$ cat src/rtl/mdio_ctl_pkg.sv
package mdio_ctl_pkg;
  localparam int ADDR_W = 5;
  localparam int DATA_W = 16;

  typedef enum logic [1:0] {
    OP_NONE_LO = 2'b00,
    OP_WR      = 2'b01,
    OP_RD      = 2'b10,
    OP_NONE_HI = 2'b11
  } mdio_op_e;

  typedef struct packed {
    logic [2:0]        rsvd;
    logic              ready;
    mdio_op_e          op;
    logic [ADDR_W-1:0] phy;
    logic [ADDR_W-1:0] regad;
    logic [DATA_W-1:0] data;
  } csr_t;
endpackage

$ cat src/rtl/mdio_clk_div.sv
module mdio_clk_div #(
  parameter int DIV_HALF = 2
) (
  input  logic clk,
  input  logic rst_n,
  input  logic run,
  output logic mdc,
  output logic rise_evt,
  output logic fall_evt
);
  localparam int CW = (DIV_HALF > 1) ? $clog2(DIV_HALF) : 1;
  localparam logic [CW-1:0] LAST = CW'(DIV_HALF - 1);

  logic [CW-1:0] cnt_q;
  logic          mdc_q;

  assign rise_evt = run && (cnt_q == LAST) && !mdc_q;
  assign fall_evt = run && (cnt_q == LAST) && mdc_q;
  assign mdc      = mdc_q;

  always_ff @(posedge clk) begin
    if (!rst_n || !run) begin
      cnt_q <= '0;
      mdc_q <= 1'b0;
    end else if (cnt_q == LAST) begin
      cnt_q <= '0;
      mdc_q <= !mdc_q;
    end else begin
      cnt_q <= cnt_q + 1'b1;
    end
  end


  mdc_idle_low_chk: assert property (@(posedge clk) disable iff (!rst_n)
    !run |=> !mdc);

  mdc_rise_follows_chk: assert property (@(posedge clk) disable iff (!rst_n)
    rise_evt |=> mdc);
endmodule

$ cat src/rtl/mdio_frame_shifter.sv
module mdio_frame_shifter
  import mdio_ctl_pkg::*;
#(
  parameter int PRE_BITS = 32
) (
  input  logic              clk,
  input  logic              rst_n,
  input  logic              start,
  input  mdio_op_e          op,
  input  logic [ADDR_W-1:0] phy,
  input  logic [ADDR_W-1:0] regad,
  input  logic [DATA_W-1:0] wdata,
  input  logic              rise_evt,
  input  logic              fall_evt,
  input  logic              mdio_i,
  output logic              busy,
  output logic              fin,
  output logic [DATA_W-1:0] rd_result,
  output logic              mdio_o,
  output logic              mdio_oe
);
  localparam int FRAME_BITS = PRE_BITS + 4 + 2*ADDR_W + 2 + DATA_W;
  localparam int IDX_W      = $clog2(FRAME_BITS);
  localparam int TA_POS     = PRE_BITS + 4 + 2*ADDR_W;
  localparam int DATA_POS   = TA_POS + 2;

  logic [FRAME_BITS-1:0] sh_q;
  logic [IDX_W-1:0]      idx_q;
  logic                  busy_q;
  logic                  is_rd_q;
  logic [DATA_W-1:0]     rd_q;

  assign busy      = busy_q;
  assign fin       = busy_q && fall_evt && (idx_q == IDX_W'(FRAME_BITS - 1));
  assign rd_result = rd_q;
  assign mdio_o    = busy_q ? sh_q[FRAME_BITS-1] : 1'b1;
  assign mdio_oe   = busy_q && (!is_rd_q || (idx_q < IDX_W'(TA_POS)));

  always_ff @(posedge clk) begin
    if (!rst_n) begin
      sh_q    <= '0;
      idx_q   <= '0;
      busy_q  <= 1'b0;
      is_rd_q <= 1'b0;
      rd_q    <= '0;
    end else if (start && !busy_q) begin
      sh_q    <= {{PRE_BITS{1'b1}}, 2'b01, op, phy, regad, 2'b10, wdata};
      idx_q   <= '0;
      busy_q  <= 1'b1;
      is_rd_q <= (op == OP_RD);
      rd_q    <= '0;
    end else if (busy_q) begin
      if (rise_evt && is_rd_q && (idx_q >= IDX_W'(DATA_POS)))
        rd_q <= {rd_q[DATA_W-2:0], mdio_i};
      if (fin) begin
        busy_q <= 1'b0;
      end else if (fall_evt) begin
        sh_q  <= {sh_q[FRAME_BITS-2:0], 1'b0};
        idx_q <= idx_q + 1'b1;
      end
    end
  end


  launch_on_fall_chk: assert property (@(posedge clk) disable iff (!rst_n)
    (busy_q && !fall_evt) |=> $stable(mdio_o));

  preamble_first_chk: assert property (@(posedge clk) disable iff (!rst_n)
    (start && !busy_q) |=> (busy && mdio_oe && mdio_o));
endmodule

$ cat src/rtl/mdio_csr.sv
module mdio_csr
  import mdio_ctl_pkg::*;
(
  input  logic              clk,
  input  logic              rst_n,
  input  logic              wr_en,
  input  logic [31:0]       wr_data,
  input  logic              fin,
  input  logic [DATA_W-1:0] rd_result,
  output logic              start,
  output mdio_op_e          op,
  output logic [ADDR_W-1:0] phy,
  output logic [ADDR_W-1:0] regad,
  output logic [DATA_W-1:0] wdata,
  output logic [31:0]       csr_rdata
);
  csr_t cmd_q;
  csr_t cmd_in;
  logic accept;

  assign cmd_in    = csr_t'(wr_data);
  assign accept    = wr_en && cmd_q.ready;
  assign start     = accept && ((cmd_in.op == OP_WR) || (cmd_in.op == OP_RD));
  assign op        = cmd_in.op;
  assign phy       = cmd_in.phy;
  assign regad     = cmd_in.regad;
  assign wdata     = cmd_in.data;
  assign csr_rdata = cmd_q;

  always_ff @(posedge clk) begin
    if (!rst_n) begin
      cmd_q       <= '0;
      cmd_q.ready <= 1'b1;
    end else if (accept) begin
      cmd_q.op    <= cmd_in.op;
      cmd_q.phy   <= cmd_in.phy;
      cmd_q.regad <= cmd_in.regad;
      cmd_q.data  <= cmd_in.data;
      cmd_q.ready <= !start;
    end else if (fin) begin
      cmd_q.ready <= 1'b1;
      if (cmd_q.op == OP_RD) cmd_q.data <= rd_result;
    end
  end


  idle_op_keeps_ready_chk: assert property (@(posedge clk) disable iff (!rst_n)
    (accept && !start) |=> csr_rdata[28]);

  busy_write_ignored_chk: assert property (@(posedge clk) disable iff (!rst_n)
    (wr_en && !csr_rdata[28] && !fin) |=> $stable(csr_rdata));

  fin_sets_ready_chk: assert property (@(posedge clk) disable iff (!rst_n)
    fin |=> csr_rdata[28]);
endmodule

$ cat src/rtl/mdio_ctl_master.sv
module mdio_ctl_master
  import mdio_ctl_pkg::*;
#(
  parameter int DIV_HALF = 2,
  parameter int PRE_BITS = 32
) (
  input  logic        clk,
  input  logic        rst_n,
  input  logic        wr_en,
  input  logic [31:0] wr_data,
  output logic [31:0] csr_rdata,
  output logic        mdc,
  output logic        mdio_o,
  output logic        mdio_oe,
  input  logic        mdio_i
);
  logic              start, busy, fin, rise_evt, fall_evt;
  mdio_op_e          op;
  logic [ADDR_W-1:0] phy, regad;
  logic [DATA_W-1:0] wdata, rd_result;

  mdio_csr csr_i (
    .clk(clk), .rst_n(rst_n), .wr_en(wr_en), .wr_data(wr_data),
    .fin(fin), .rd_result(rd_result), .start(start), .op(op),
    .phy(phy), .regad(regad), .wdata(wdata), .csr_rdata(csr_rdata)
  );

  mdio_clk_div #(.DIV_HALF(DIV_HALF)) div_i (
    .clk(clk), .rst_n(rst_n), .run(busy), .mdc(mdc),
    .rise_evt(rise_evt), .fall_evt(fall_evt)
  );

  mdio_frame_shifter #(.PRE_BITS(PRE_BITS)) shf_i (
    .clk(clk), .rst_n(rst_n), .start(start), .op(op), .phy(phy),
    .regad(regad), .wdata(wdata), .rise_evt(rise_evt), .fall_evt(fall_evt),
    .mdio_i(mdio_i), .busy(busy), .fin(fin), .rd_result(rd_result),
    .mdio_o(mdio_o), .mdio_oe(mdio_oe)
  );


  ready_low_while_busy_chk: assert property (@(posedge clk) disable iff (!rst_n)
    busy |-> !csr_rdata[28]);

  idle_pins_quiet_chk: assert property (@(posedge clk) disable iff (!rst_n)
    csr_rdata[28] |-> (!mdc && !mdio_oe));
endmodule

$ cat config.mk
export PLATFORM = sky130hd
export DESIGN_NAME = mdio_ctl_master
export DESIGN_NICKNAME = d
export VERILOG_FILES = /design/src/rtl/mdio_ctl_pkg.sv /design/src/rtl/mdio_clk_div.sv /design/src/rtl/mdio_frame_shifter.sv /design/src/rtl/mdio_csr.sv /design/src/rtl/mdio_ctl_master.sv
export SDC_FILE = /design/constraint.sdc
export NUM_CORES = 1
export LEC_CHECK = 0
export ABC_AREA = 0
export BUFFER_PORTS_ARGS = -buffer_cell sky130_fd_sc_hd__buf_4
export CAP_MARGIN = 20
export CORE_ASPECT_RATIO = 0.5
export CORE_MARGIN = 4
export CORE_UTILIZATION = 47
export DETAILED_ROUTE_END_ITERATION = 8
export HOLD_SLACK_MARGIN = 0.03
export PLACE_DENSITY = 0.67
export SLEW_MARGIN = 40
export SYNTH_ARGS = -nofsm -noshare
export SYNTH_HDL_FRONTEND = slang
export SYNTH_HIERARCHICAL = 1
export SYNTH_SLANG_ARGS = --single-unit
$ cat constraint.sdc
create_clock -name clk -period 3.7 [get_ports clk]
set_clock_uncertainty 0.05 [all_clocks]
set_input_delay 0.185 -clock clk [delete_from_list [all_inputs] [get_ports clk]]
set_output_delay 0.185 -clock clk [all_outputs]
set_load 0.05 [all_outputs]
==> results of run 1 <==
==> cells by family (layout without fill, tap and decap cells) <==
group / count (synthesis) / count (layout) / share of synthesized area
compound gates: 170 / 170 / 0.226
xor+xnor: 5 / 5 / 0.00870
other cells: 1 / 3 / 0.000745
simple gates: 198 / 198 / 0.182
flops: 119 / 119 / 0.473
buf+inv: 82 / 132 / 0.108
fa+ha+maj: 1 / 1 / 0.00248
==> layout make-up <==
type / instances / area share
inverter: 1 / 0.000613
clock buffer: 17 / 0.0695
timing repair buffer: 99 / 0.133
clock inverter: 15 / 0.0331
tap: 140 / 0.0286
multi-input combinational: 377 / 0.346
sequential: 119 / 0.389
==> placed cells by master (no fill, tap or decap), types with 2 or more instances in the layout <==
cell type	netlist	routed
sky130_fd_sc_hd__and3_1	28	28
sky130_fd_sc_hd__a21boi_0	13	13
sky130_fd_sc_hd__dlygate4sd3_1	0	29
sky130_fd_sc_hd__o31ai_1	17	17
sky130_fd_sc_hd__clkinv_2	0	3
sky130_fd_sc_hd__a21boi_1	13	13
sky130_fd_sc_hd__o21ai_0	44	44
sky130_fd_sc_hd__xnor2_1	5	5
sky130_fd_sc_hd__buf_4	39	70
sky130_fd_sc_hd__a31oi_1	17	17
sky130_fd_sc_hd__dfxtp_1	119	119
sky130_fd_sc_hd__and2_1	4	3
sky130_fd_sc_hd__a221o_1	26	26
sky130_fd_sc_hd__nand3_1	26	26
sky130_fd_sc_hd__conb_1	1	3
sky130_fd_sc_hd__clkbuf_16	0	17
sky130_fd_sc_hd__bufinv_16	0	4
sky130_fd_sc_hd__nand2b_1	2	2
sky130_fd_sc_hd__a21o_1	2	2
sky130_fd_sc_hd__nand2_1	116	116
sky130_fd_sc_hd__a21oi_1	34	34
sky130_fd_sc_hd__clkinv_4	0	5
sky130_fd_sc_hd__clkinvlp_4	0	2
sky130_fd_sc_hd__nor2_1	10	10
==> worst paths after layout <==
kind,end,slack [ns],depth (start not counted)
worst max-delay path,csr_i/csr_rdata[8],1.24,7
worst min-delay path,shf_i/sh_q[29],0.23,2
worst max register to register,csr_i/csr_rdata[8],1.24,7
worst min register to register,shf_i/sh_q[40],0.40,2
==> flip-flops by register name, summed over array words and instances (netlist names) <==
| signal | flops |
|---|---|
| shf_i/idx_q | 6 |
| div_i/cnt_q | 1 |
| shf_i/sh_q | 64 |
| shf_i/busy | 1 |
| shf_i/rd_result | 16 |
| shf_i/is_rd_q | 1 |
| csr_i/csr_rdata | 29 |
| div_i/mdc | 1 |
==> per-stage QoR <==
step / cell area, um2 / power, W / setup slack, ns / hold slack (ns)
after global placement: 5200 / 0.00178 / 1.31 / 0.372
after CTS: 6120 / 0.00353 / 1.23 / 0.218
after floorplan: 5040 / 0.00170 / 1.50 / 0.271
after global routing: 6120 / 0.00364 / 0.979 / 0.248
after detailed placement: 5210 / 0.00179 / 1.25 / 0.375
final: 6120 / 0.00350 / 1.24 / 0.231
==> routing by layer <==
| metal | vias to the layer above | part of all wire | wire (um) | track usage |
|---|---|---|---|---|
| met4 | 0 | 0.0084 | 93 | 0.0731 |
| met1 | 1940 | 0.48 | 5340 | 0.239 |
| met3 | 8 | 0.042 | 468 | 0.0442 |
| met5 | - | 0 | 0 | 0 |
| li1 | 2073 | - | - | - |
| met2 | 85 | 0.47 | 5170 | 0.296 |
==> worst max-delay path: stages, from the launching register on <==
cell	delay (ns)
sky130_fd_sc_hd__dfxtp_1	0.56
sky130_fd_sc_hd__and3_2	0.26
sky130_fd_sc_hd__and2_1	0.19
sky130_fd_sc_hd__and3_1	0.22
sky130_fd_sc_hd__and3b_1	0.16
sky130_fd_sc_hd__buf_4	0.22
sky130_fd_sc_hd__or2_1	0.48
sky130_fd_sc_hd__a31oi_1	0.15
==> power by group through the flow <==
stage               Sequential [W]  Combinational [W]  Clock [W]
floorplan                  0.00151           0.000195          0
global placement           0.00143           0.000351          0
detailed placement         0.00143           0.000356          0
CTS                        0.00140           0.000382    0.00175
global route               0.00141           0.000411    0.00181
finish                     0.00140           0.000380    0.00172
==> timing repair <==
action | CTS | global route
endpoints found under the hold margin | 52 | 0
setup buffers | 0 | 0
hold buffers | 29 | 0
==> qor_table.md, run 1 <==
| Group | Parameter | This run |
|---|---|---|
| placement | DP Cell Count | 707 |
| timing | Max Clk Rate | 406 MHz |
| synth | Top area cells in the synthesized netlist | sky130_fd_sc_hd__dfxtp_1 47%, sky130_fd_sc_hd__nand2_1 8.6%, sky130_fd_sc_hd__buf_4 5.8% |
| cts | Clock Sink Count | 119 |
| synth | Sequential share of the synthesized area | 0.473 |
| finish | Antenna cell count | 0 |
| synth | Number of enable flip-flop cells after synthesis | 0 |
| synth | Area share of the largest cell type after synthesis | 0.473 |
| synth | Largest area contributor in the synthesized netlist | sky130_fd_sc_hd__dfxtp_1 |
| power and ir drop | Worst ir drop on vdd | 0.274 mV |
| timing | Worst-margin pin slew | 0.670 ns |
| power and ir drop | Switching fraction of total power | 0.249 |
| route | Via total after detailed routing | 4106 |
| power and ir drop | Power share of the clock group | 0.490 |
| cts | TritonCTS clock tree | yes |
| synth | Number of instances in the synthesized netlist | 576 |
| finish | Footprint of the multi-input gates | 2120 um2 |
| route | Total routed wirelength | 11100 um |
| route | Total iterations of the first detailed-routing run | 5 |
| finish | Fraction of final layout cells with drive strength greater than 1 | 0.175 |
| synth | Avg Synthesized Cell Area | 8.74 um2 |
| critical path | Arrival time reported for the critical path endpoint | 2.67 ns |
| synth | Synthesis-stage register bit count | 119 |
| timing | Max-slew violation count | 0 |
| critical path | CP max FO | 17 |
| timing | Clock period minus final worst setup slack | 2.46 ns |
| route | Antenna violation net count after detailed routing | 0 |
| placement | Total half-perimeter wirelength after legalization and detailed placement | 6630 um |
| finish | Register Area | 2380 um2 |
| grt | Maximum number of pins on one net before global-route repair | 62 |
| timing | Final setup violation count | 0 |
| critical path | Critical path start-end classification | reg2reg |
| route | DRC errors left | 0 |
| finish | Post-layout nets | 652 |
| cts | Later-pin clock latency in the skew report | 0.40 ns |
| synth | Count leader, synth | sky130_fd_sc_hd__dfxtp_1 |
| power and ir drop | Combinational Power Share | 0.109 |
| critical path | Setup crit end kind | flop |
| cts | Maximum level of the CTS H-tree | 4 |
| floorplanning | Initial core utilization | 0.488 |
| timing | Number of failing hold endpoints at the final stage | 0 |
| timing | Setup TNS after final layout | 0 ns |
| hold path | Worst min path class | in2reg |
| floorplanning | Die Ht | 81.2 um |
| route | Violation count after the first detailed-routing iteration | 274 |
| placement | Routability-driven placement congestion ratio | 0.743 |
| grt | Global-route wire length before repair | 18700 um |
| power and ir drop | Leakage dissipation | 2.47 nW |
| route | Routed vias/inst | 5.35 |
| finish | Layout overhead on the synthesized area | 21.6% |
| synth | Cell area after synthesis | 5040 um2 |
| grt | Antenna violations before repair | 0 |
| finish | Utilization after layout | 0.594 |
| synth | Total of warnings raised by yosys | 6 |
| critical path | Startpoint Class | flop |
| power and ir drop | Internal power consumption | 0.00263 W |
| timing | RSZ-0062 raised after global routing | false |
| timing | Share of the clock period used by the worst path | 0.665 |
| synth | Fraction of registers with async set or reset after synthesis | 0 |
| finish | Final Instance Count excl. Fillers | 768 |
| cts | Clock Path Buffers | 2 |
| floorplanning | Row count | 26 |
| critical path | Reg2Reg Launch Point | shf_i/busy |
| route | Post-detailed-route wirelength per cell | 14.4 um |
| finish | Number of fillers in the final layout | 899 |
| run | MaxCap Viol Count | 0 |
| floorplanning | Die extent in x | 154 um |
| critical path | Data required time at the worst endpoint | 3.91 ns |
| grt | Overall fraction of global-route tracks in use | 0.183 |
| cts | Clock-pin slew of the registers on the worst-case setup and hold paths | 0.06 ns |
| hold path | HP Start | rst_n |
| critical path | Origin of the worst setup path | shf_i/busy |
| power and ir drop | Net switching power | 0.000871 W |
| cts | Inserted Clock Buffers | 17 |
| floorplanning | Core area | 10300 um2 |
| status | Status | complete, no violations |
| cts | Root buffer selected by CTS | sky130_fd_sc_hd__clkbuf_16 |
| cts | Post-CTS sizing | 0 |
| power and ir drop | Share of power burned in registers | 0.401 |
| synth | Most common library cells after synthesis | 119 x sky130_fd_sc_hd__dfxtp_1, 116 x sky130_fd_sc_hd__nand2_1, 44 x sky130_fd_sc_hd__o21ai_0 |
| floorplanning | Num ports | 71 |
| floorplanning | Die Outline Area | 12500 um2 |
| grt | Sum of overflow across all layers after global routing | 0 |
| placement | Count of buffers from port buffering | 63 |
| grt | Number of global-route vias before repair | 3836 |
| synth | Dominant register cell in the synthesized netlist | sky130_fd_sc_hd__dfxtp_1 |
| timing | Max-slew headroom | 0.552 |
| power and ir drop | Power density normalized to cell area | 572 nW/um2 |
| synth | Distinct cell type count of the synthesized netlist | 41 |
Note: power is estimated with default switching activity, not from simulation.
==> run 2, diff against run 1 <==
Clock period 3.7 ns to 2.5 ns, I/O delays scaled along.
==> run 2 against run 1 <==
Against the previous run:
- power grew 44%
- non-clock buffer count up 6
- maximum frequency increased by 17%
- sequential share of layout area down 0.071 points
- largest power group unchanged
- flip-flop and latch count did not move
- clock-buffer cell count rose by 3
==> qor_table.md, run 2 (synthesis gave the netlist of run 1 again) <==
| Group | Parameter | This run |
|---|---|---|
| placement | Count of buffers from port buffering | 63 |
| timing | Number of failing hold endpoints at the final stage | 0 |
| timing | Max Clk Rate | 474 MHz |
| grt | Global-route wire length before repair | 18900 um |
| grt | Maximum number of pins on one net before global-route repair | 54 |
| timing | RSZ-0062 raised after global routing | false |
| floorplanning | Row count | 26 |
| status | Status | complete, no violations |
| floorplanning | Die Outline Area | 12500 um2 |
| floorplanning | Die Ht | 81.2 um |
| grt | Sum of overflow across all layers after global routing | 0 |
| power and ir drop | Leakage dissipation | 2.48 nW |
| finish | Most common library cell in the layout ignoring fill and taps | sky130_fd_sc_hd__dfxtp_1 |
| cts | Hold-fix buffers at CTS | 30 |
| grt | Antenna violations before repair | 0 |
| timing | Clock period minus final worst setup slack | 2.11 ns |
| critical path | Setup crit end kind | flop |
| finish | Fraction of final layout cells with drive strength greater than 1 | 0.181 |
| cts | Clock-pin slew of the registers on the worst-case setup and hold paths | 0.05 ns |
| cts | Clock Sink Count | 119 |
| critical path | Cells on worst reg2reg path | 6 |
| floorplanning | Core area | 10300 um2 |
| route | Via total after detailed routing | 4128 |
| route | Antenna violation net count after detailed routing | 0 |
| timing | Max-slew violation count | 0 |
| route | Total iterations of the first detailed-routing run | 5 |
| cts | Maximum level of the CTS H-tree | 4 |
| timing | Worst-margin pin slew | 0.694 ns |
| critical path | Startpoint Class | flop |
| grt | Overall fraction of global-route tracks in use | 0.185 |
| timing | Final setup violation count | 0 |
| critical path | Arrival time reported for the critical path endpoint | 2.31 ns |
| critical path | Reg-to-reg setup timing slack | 0.39 ns |
| hold path | Hold Path Cell Cnt | 4 |
| finish | Largest register by flop count | shf_i/sh_q |
| critical path | CP max FO | 16 |
| timing | Setup TNS after final layout | 0 ns |
| cts | Inserted Clock Buffers | 17 |
| floorplanning | Die extent in x | 154 um |
| floorplanning | Num ports | 71 |
| floorplanning | Initial core utilization | 0.488 |
| cts | TritonCTS clock tree | yes |
| route | Violation count after the first detailed-routing iteration | 305 |
| hold path | HP Start | wr_en |
| cts | Clock Path Buffers | 2 |
| critical path | Data required time at the worst endpoint | 2.70 ns |
| cts | Root buffer selected by CTS | sky130_fd_sc_hd__clkbuf_16 |
| timing | Max-slew headroom | 0.536 |
| critical path | Critical path start-end classification | reg2reg |
| cts | Post-CTS Repair Setup Buffers | 0 |
| route | Post-detailed-route wirelength per cell | 14.7 um |
| critical path | Reg2Reg Launch Point | shf_i/idx_q[1] |
| placement | Total half-perimeter wirelength after legalization and detailed placement | 6720 um |
| finish | Utilization after layout | 0.595 |
| timing | Share of the clock period used by the worst path | 0.844 |
| cts | Post-CTS sizing | 0 |
| run | MaxCap Viol Count | 0 |
| cts | Later-pin clock latency in the skew report | 0.41 ns |
| hold path | Worst min path class | in2reg |
| finish | Number of flip-flops in the largest register | 64 |
| finish | Post-layout nets | 658 |
| grt | Number of global-route vias before repair | 3895 |
| hold path | Min-Delay Endpoint | csr_i/csr_rdata[28] |
| power and ir drop | Worst ir drop on vdd | 0.455 mV |
| finish | Antenna cell count | 0 |
| route | DRC errors left | 0 |
| route | Total routed wirelength | 11300 um |
| finish | Layout overhead on the synthesized area | 21.8% |
| placement | Routability-driven placement congestion ratio | 0.799 |
| route | Routed vias/inst | 5.33 |
| power and ir drop | Power density normalized to cell area | 822 nW/um2 |
| finish | Commonest cells after routing, fill and taps aside | 119 x sky130_fd_sc_hd__dfxtp_1, 116 x sky130_fd_sc_hd__nand2_1, 75 x sky130_fd_sc_hd__buf_4 |
| critical path | Reg-to-reg endpoint | csr_i/csr_rdata[14] |
-- run 2: where the power goes --
part | switching, W | leakage (nW) | internal, W
Sequential | 0.0000604 | 0.973 | 0.00202
Clock | 0.000856 | 0.288 | 0.00154
Combinational | 0.000360 | 1.22 | 0.000214
-- run 2: worst max path at each step --
stage | startpoint | to | slack, ns
3_5_place_dp | shf_i/idx_q[1] | csr_i/csr_rdata[13] | 0.44
2_1_floorplan | div_i/mdc | csr_i/csr_rdata[10] | 0.30
4_1_cts | shf_i/idx_q[1] | csr_i/csr_rdata[14] | 0.40
6_report | shf_i/idx_q[1] | csr_i/csr_rdata[14] | 0.39
3_3_place_gp | shf_i/idx_q[0] | csr_i/csr_rdata[5] | 0.46
5_1_grt | shf_i/idx_q[1] | csr_i/csr_rdata[15] | 0.24
-- run 2: final cells by class --
type	count	area (um2)
clock buffer	20	467
clock inverter	12	125
fill	890	4180
inverter	1	3.75
multi-input combinational	377	2120
sequential	119	2380
tap	140	175
timing repair buffer	105	863
-- run 2: metrics by stage --
| step | area [um2] | power (W) | worst slack, ns | hold slack (ns) | cells |
|---|---|---|---|---|---|
| 6_report | 6140 | 0.00505 | 0.390 | 0.100 | 774 |
| 5_1_grt | 6140 | 0.00523 | 0.240 | 0.152 | 774 |
| 4_1_cts | 6140 | 0.00509 | 0.403 | 0.0981 | 774 |
| 3_5_place_dp | 5240 | 0.00265 | 0.441 | 0.319 | 712 |
| 3_3_place_gp | 5240 | 0.00264 | 0.463 | 0.312 | 712 |
| 2_1_floorplan | 5040 | 0.00252 | 0.302 | 0.211 | 578 |
-- run 2: routing by layer --
layer  GRT usage  up-vias  wire (um)
li1            -     2086          -
met1       0.237     1930       5380
met2       0.304       98       5330
met3      0.0490       14        511
met4      0.0678        0        126
met5           0        -          0
-- run 2: critical path, cell delays in order (launching register included) --
cell and delay, ns:
sky130_fd_sc_hd__dfxtp_1 0.37, sky130_fd_sc_hd__ha_1 0.25, sky130_fd_sc_hd__and3_4 0.25, sky130_fd_sc_hd__and3_1 0.21, sky130_fd_sc_hd__and3b_1 0.19, sky130_fd_sc_hd__or2_1 0.47, sky130_fd_sc_hd__a31oi_1 0.17
==> run 3, diff against run 2 <==
Settings changed: ABC_AREA 0 to 1.
Clock period 2.5 ns to 2 ns, I/O delays scaled along.
==> run 3 against run 2 <==
Against the previous run:
- power up 29%
- largest power group unchanged
- clock-buffer cell count unchanged
- via count increased by 26%
==> qor_table.md, run 3 <==
| Group | Parameter | This run |
|---|---|---|
| status | Status | complete, no violations |
| floorplanning | Die extent in x | 163 um |
| cts | Inserted Clock Buffers | 17 |
| synth | Total of warnings raised by yosys | 6 |
| synth | Top area cells in the synthesized netlist | sky130_fd_sc_hd__dfxtp_1 42%, sky130_fd_sc_hd__nand2_1 13%, sky130_fd_sc_hd__nor2_1 11% |
| floorplanning | Row count | 27 |
| floorplanning | Die Outline Area | 13900 um2 |
| finish | Final Instance Count excl. Fillers | 1045 |
| route | Total routed wirelength | 14300 um |
| grt | Overall fraction of global-route tracks in use | 0.208 |
| critical path | Startpoint Class | primary input |
| finish | Largest register by flop count | shf_i/sh_q |
| finish | Layout overhead on the synthesized area | 21.1% |
| critical path | CP max FO | 10 |
| synth | Cell area after synthesis | 5630 um2 |
| critical path | Setup crit end kind | flop |
| cts | Maximum level of the CTS H-tree | 4 |
| route | Via total after detailed routing | 5220 |
| synth | Fraction of registers with async set or reset after synthesis | 0 |
| grt | Antenna violations before repair | 0 |
| finish | Most common library cell in the layout ignoring fill and taps | sky130_fd_sc_hd__nand2_1 |
| floorplanning | Core area | 11400 um2 |
| synth | Distinct cell type count of the synthesized netlist | 29 |
| synth | Count leader, synth | sky130_fd_sc_hd__nand2_1 |
| timing | Max Clk Rate | 538 MHz |
| route | Met2 routed wirelength | 6450 um |
| route | Total iterations of the first detailed-routing run | 6 |
| timing | Setup TNS after final layout | 0 ns |
| critical path | Critical path start-end classification | in2reg |
| route | Met3 layer wire length in the routed design | 852 um |
| floorplanning | Die Ht | 85.4 um |
| synth | Sequential share of the synthesized area | 0.423 |
| grt | Number of global-route vias before repair | 4804 |
| run | MaxCap Viol Count | 0 |
| synth | Largest area contributor in the synthesized netlist | sky130_fd_sc_hd__dfxtp_1 |
| timing | Final setup violation count | 0 |
| route | Antenna violation net count after detailed routing | 0 |
| hold path | Worst min path class | in2reg |
| finish | Number of flip-flops in the largest register | 64 |
| power and ir drop | Worst ir drop on vdd | 0.553 mV |
| route | Met1 Wirelength | 6850 um |
| route | DRC errors left | 0 |
| cts | Root buffer selected by CTS | sky130_fd_sc_hd__clkbuf_16 |
| cts | Clock Path Buffers | 2 |
| finish | Fraction of final layout cells with drive strength greater than 1 | 0.160 |
| synth | Number of instances in the synthesized netlist | 815 |
| finish | Post-layout nets | 910 |
| synth | Synthesis-stage register bit count | 119 |
| finish | Antenna cell count | 0 |
| route | Highest routed metal layer | met4 |
| timing | Number of failing hold endpoints at the final stage | 0 |
| grt | Maximum number of pins on one net before global-route repair | 50 |
| placement | Total half-perimeter wirelength after legalization and detailed placement | 9110 um |
| route | Post-detailed-route wirelength per cell | 13.7 um |
| finish | Commonest cells after routing, fill and taps aside | 197 x sky130_fd_sc_hd__nand2_1, 167 x sky130_fd_sc_hd__nor2_1, 117 x sky130_fd_sc_hd__dfxtp_1 |
| timing | Clock period minus final worst setup slack | 1.86 ns |
| synth | Most common library cells after synthesis | 198 x sky130_fd_sc_hd__nand2_1, 168 x sky130_fd_sc_hd__nor2_1, 119 x sky130_fd_sc_hd__dfxtp_1 |
| placement | DP Cell Count | 982 |
| synth | Avg Synthesized Cell Area | 6.91 um2 |
| synth | Area share of the largest cell type after synthesis | 0.423 |
| route | Violation count after the first detailed-routing iteration | 381 |
| power and ir drop | Power density normalized to cell area | 954 nW/um2 |
| cts | TritonCTS clock tree | yes |
| timing | Share of the clock period used by the worst path | 0.929 |
| critical path | Arrival time reported for the critical path endpoint | 2.10 ns |
| grt | Sum of overflow across all layers after global routing | 0 |
| floorplanning | Num ports | 71 |
| placement | Routability-driven placement congestion ratio | 0.815 |
| placement | Count of buffers from port buffering | 63 |
| timing | Max-slew violation count | 0 |
| power and ir drop | Leakage dissipation | 3.18 nW |
| finish | Number of fillers in the final layout | 1018 |
| timing | RSZ-0062 raised after global routing | false |
| critical path | Data required time at the worst endpoint | 2.24 ns |
| grt | Global-route wire length before repair | 23400 um |
| cts | Later-pin clock latency in the skew report | 0.41 ns |
| cts | Clock-pin slew of the registers on the worst-case setup and hold paths | 0.06 ns |
| route | Routed vias/inst | 5.00 |
| floorplanning | Initial core utilization | 0.496 |
| synth | Number of enable flip-flop cells after synthesis | 0 |
| cts | Clock Sink Count | 119 |
| synth | Dominant register cell in the synthesized netlist | sky130_fd_sc_hd__dfxtp_1 |
## run 3: kinds of logic (layout without fill, tap and decap cells)
logic type,count (synthesis),in the layout,synth area share
simple gates,470,470,0.354
flops,119,119,0.423
xor+xnor,3,3,0.00466
compound gates,93,93,0.0837
buf+inv,128,197,0.132
other cells,1,3,0.000666
fa+ha+maj,1,1,0.00222
## run 3: routing by layer
| layer | up-vias | GRT usage |
|---|---|---|
| li1 | 2646 | - |
| met1 | 2421 | 0.280 |
| met2 | 136 | 0.330 |
| met3 | 17 | 0.0480 |
| met4 | 0 | 0.0693 |
| met5 | - | 0 |
## run 3: worst max-delay path, stage by stage
cell and delay [ns]:
sky130_fd_sc_hd__dlygate4sd3_1 0.54, sky130_fd_sc_hd__buf_4 0.16, sky130_fd_sc_hd__nand2_1 0.06, sky130_fd_sc_hd__nand2_1 0.07
sky130_fd_sc_hd__nor2_2 0.20, sky130_fd_sc_hd__nand2_2 0.22, sky130_fd_sc_hd__nand2_4 0.21, sky130_fd_sc_hd__clkinvlp_4 0.27
sky130_fd_sc_hd__o21ai_0 0.20, sky130_fd_sc_hd__nor2_1 0.06
## run 3: through the flow
stage	power (W)	util	worst slack (ns)	hold WS, ns	area, um2
2_1_floorplan	0.00337	-	0.0805	0.185	5650
3_3_place_gp	0.00355	0.523	0.138	0.292	5930
3_5_place_dp	0.00357	0.523	0.0652	0.298	5930
4_1_cts	0.00654	0.599	0.0374	0.152	6800
5_1_grt	0.00679	0.601	0.0139	0.194	6820
6_report	0.00651	0.601	0.141	0.187	6820
## run 3: area by class of cell
class / count / area, um2 / share of cell area
clock buffer: 20 / 437 / 0.0640
timing repair buffer: 116 / 946 / 0.139
clock inverter: 12 / 129 / 0.0189
sequential: 119 / 2390 / 0.350
tap: 159 / 199 / 0.0292
timing repair inverter: 1 / 7.51 / 0.00110
inverter: 48 / 189 / 0.0277
multi-input combinational: 570 / 2530 / 0.371
## run 3: path summary, 6_finish.rpt
check                      startpoint            endpoint  slack [ns]  depth (start not counted)
hold / removal                  wr_en  csr_i/csr_rdata[1]        0.19                          5
hold reg to reg        shf_i/sh_q[31]      shf_i/sh_q[31]        0.40                          2
setup / recovery          wr_data[26]      shf_i/idx_q[1]        0.14                         10
setup reg to reg  csr_i/csr_rdata[28]      shf_i/idx_q[1]        0.17                          9
## run 3: repair_timing
item	4_1_cts	5_1_grt
hold buffers	30	0
gates resized for setup	0	6
endpoints found under the setup margin	0	35
hold endpoints to repair	47	0
setup buffers	0	0
## run 3: power by group
group	internal (W)	leakage, nW	switching [W]
clock network	0.00183	0.270	0.00110
registers	0.00253	0.976	0.0000807
logic	0.000351	1.93	0.000623
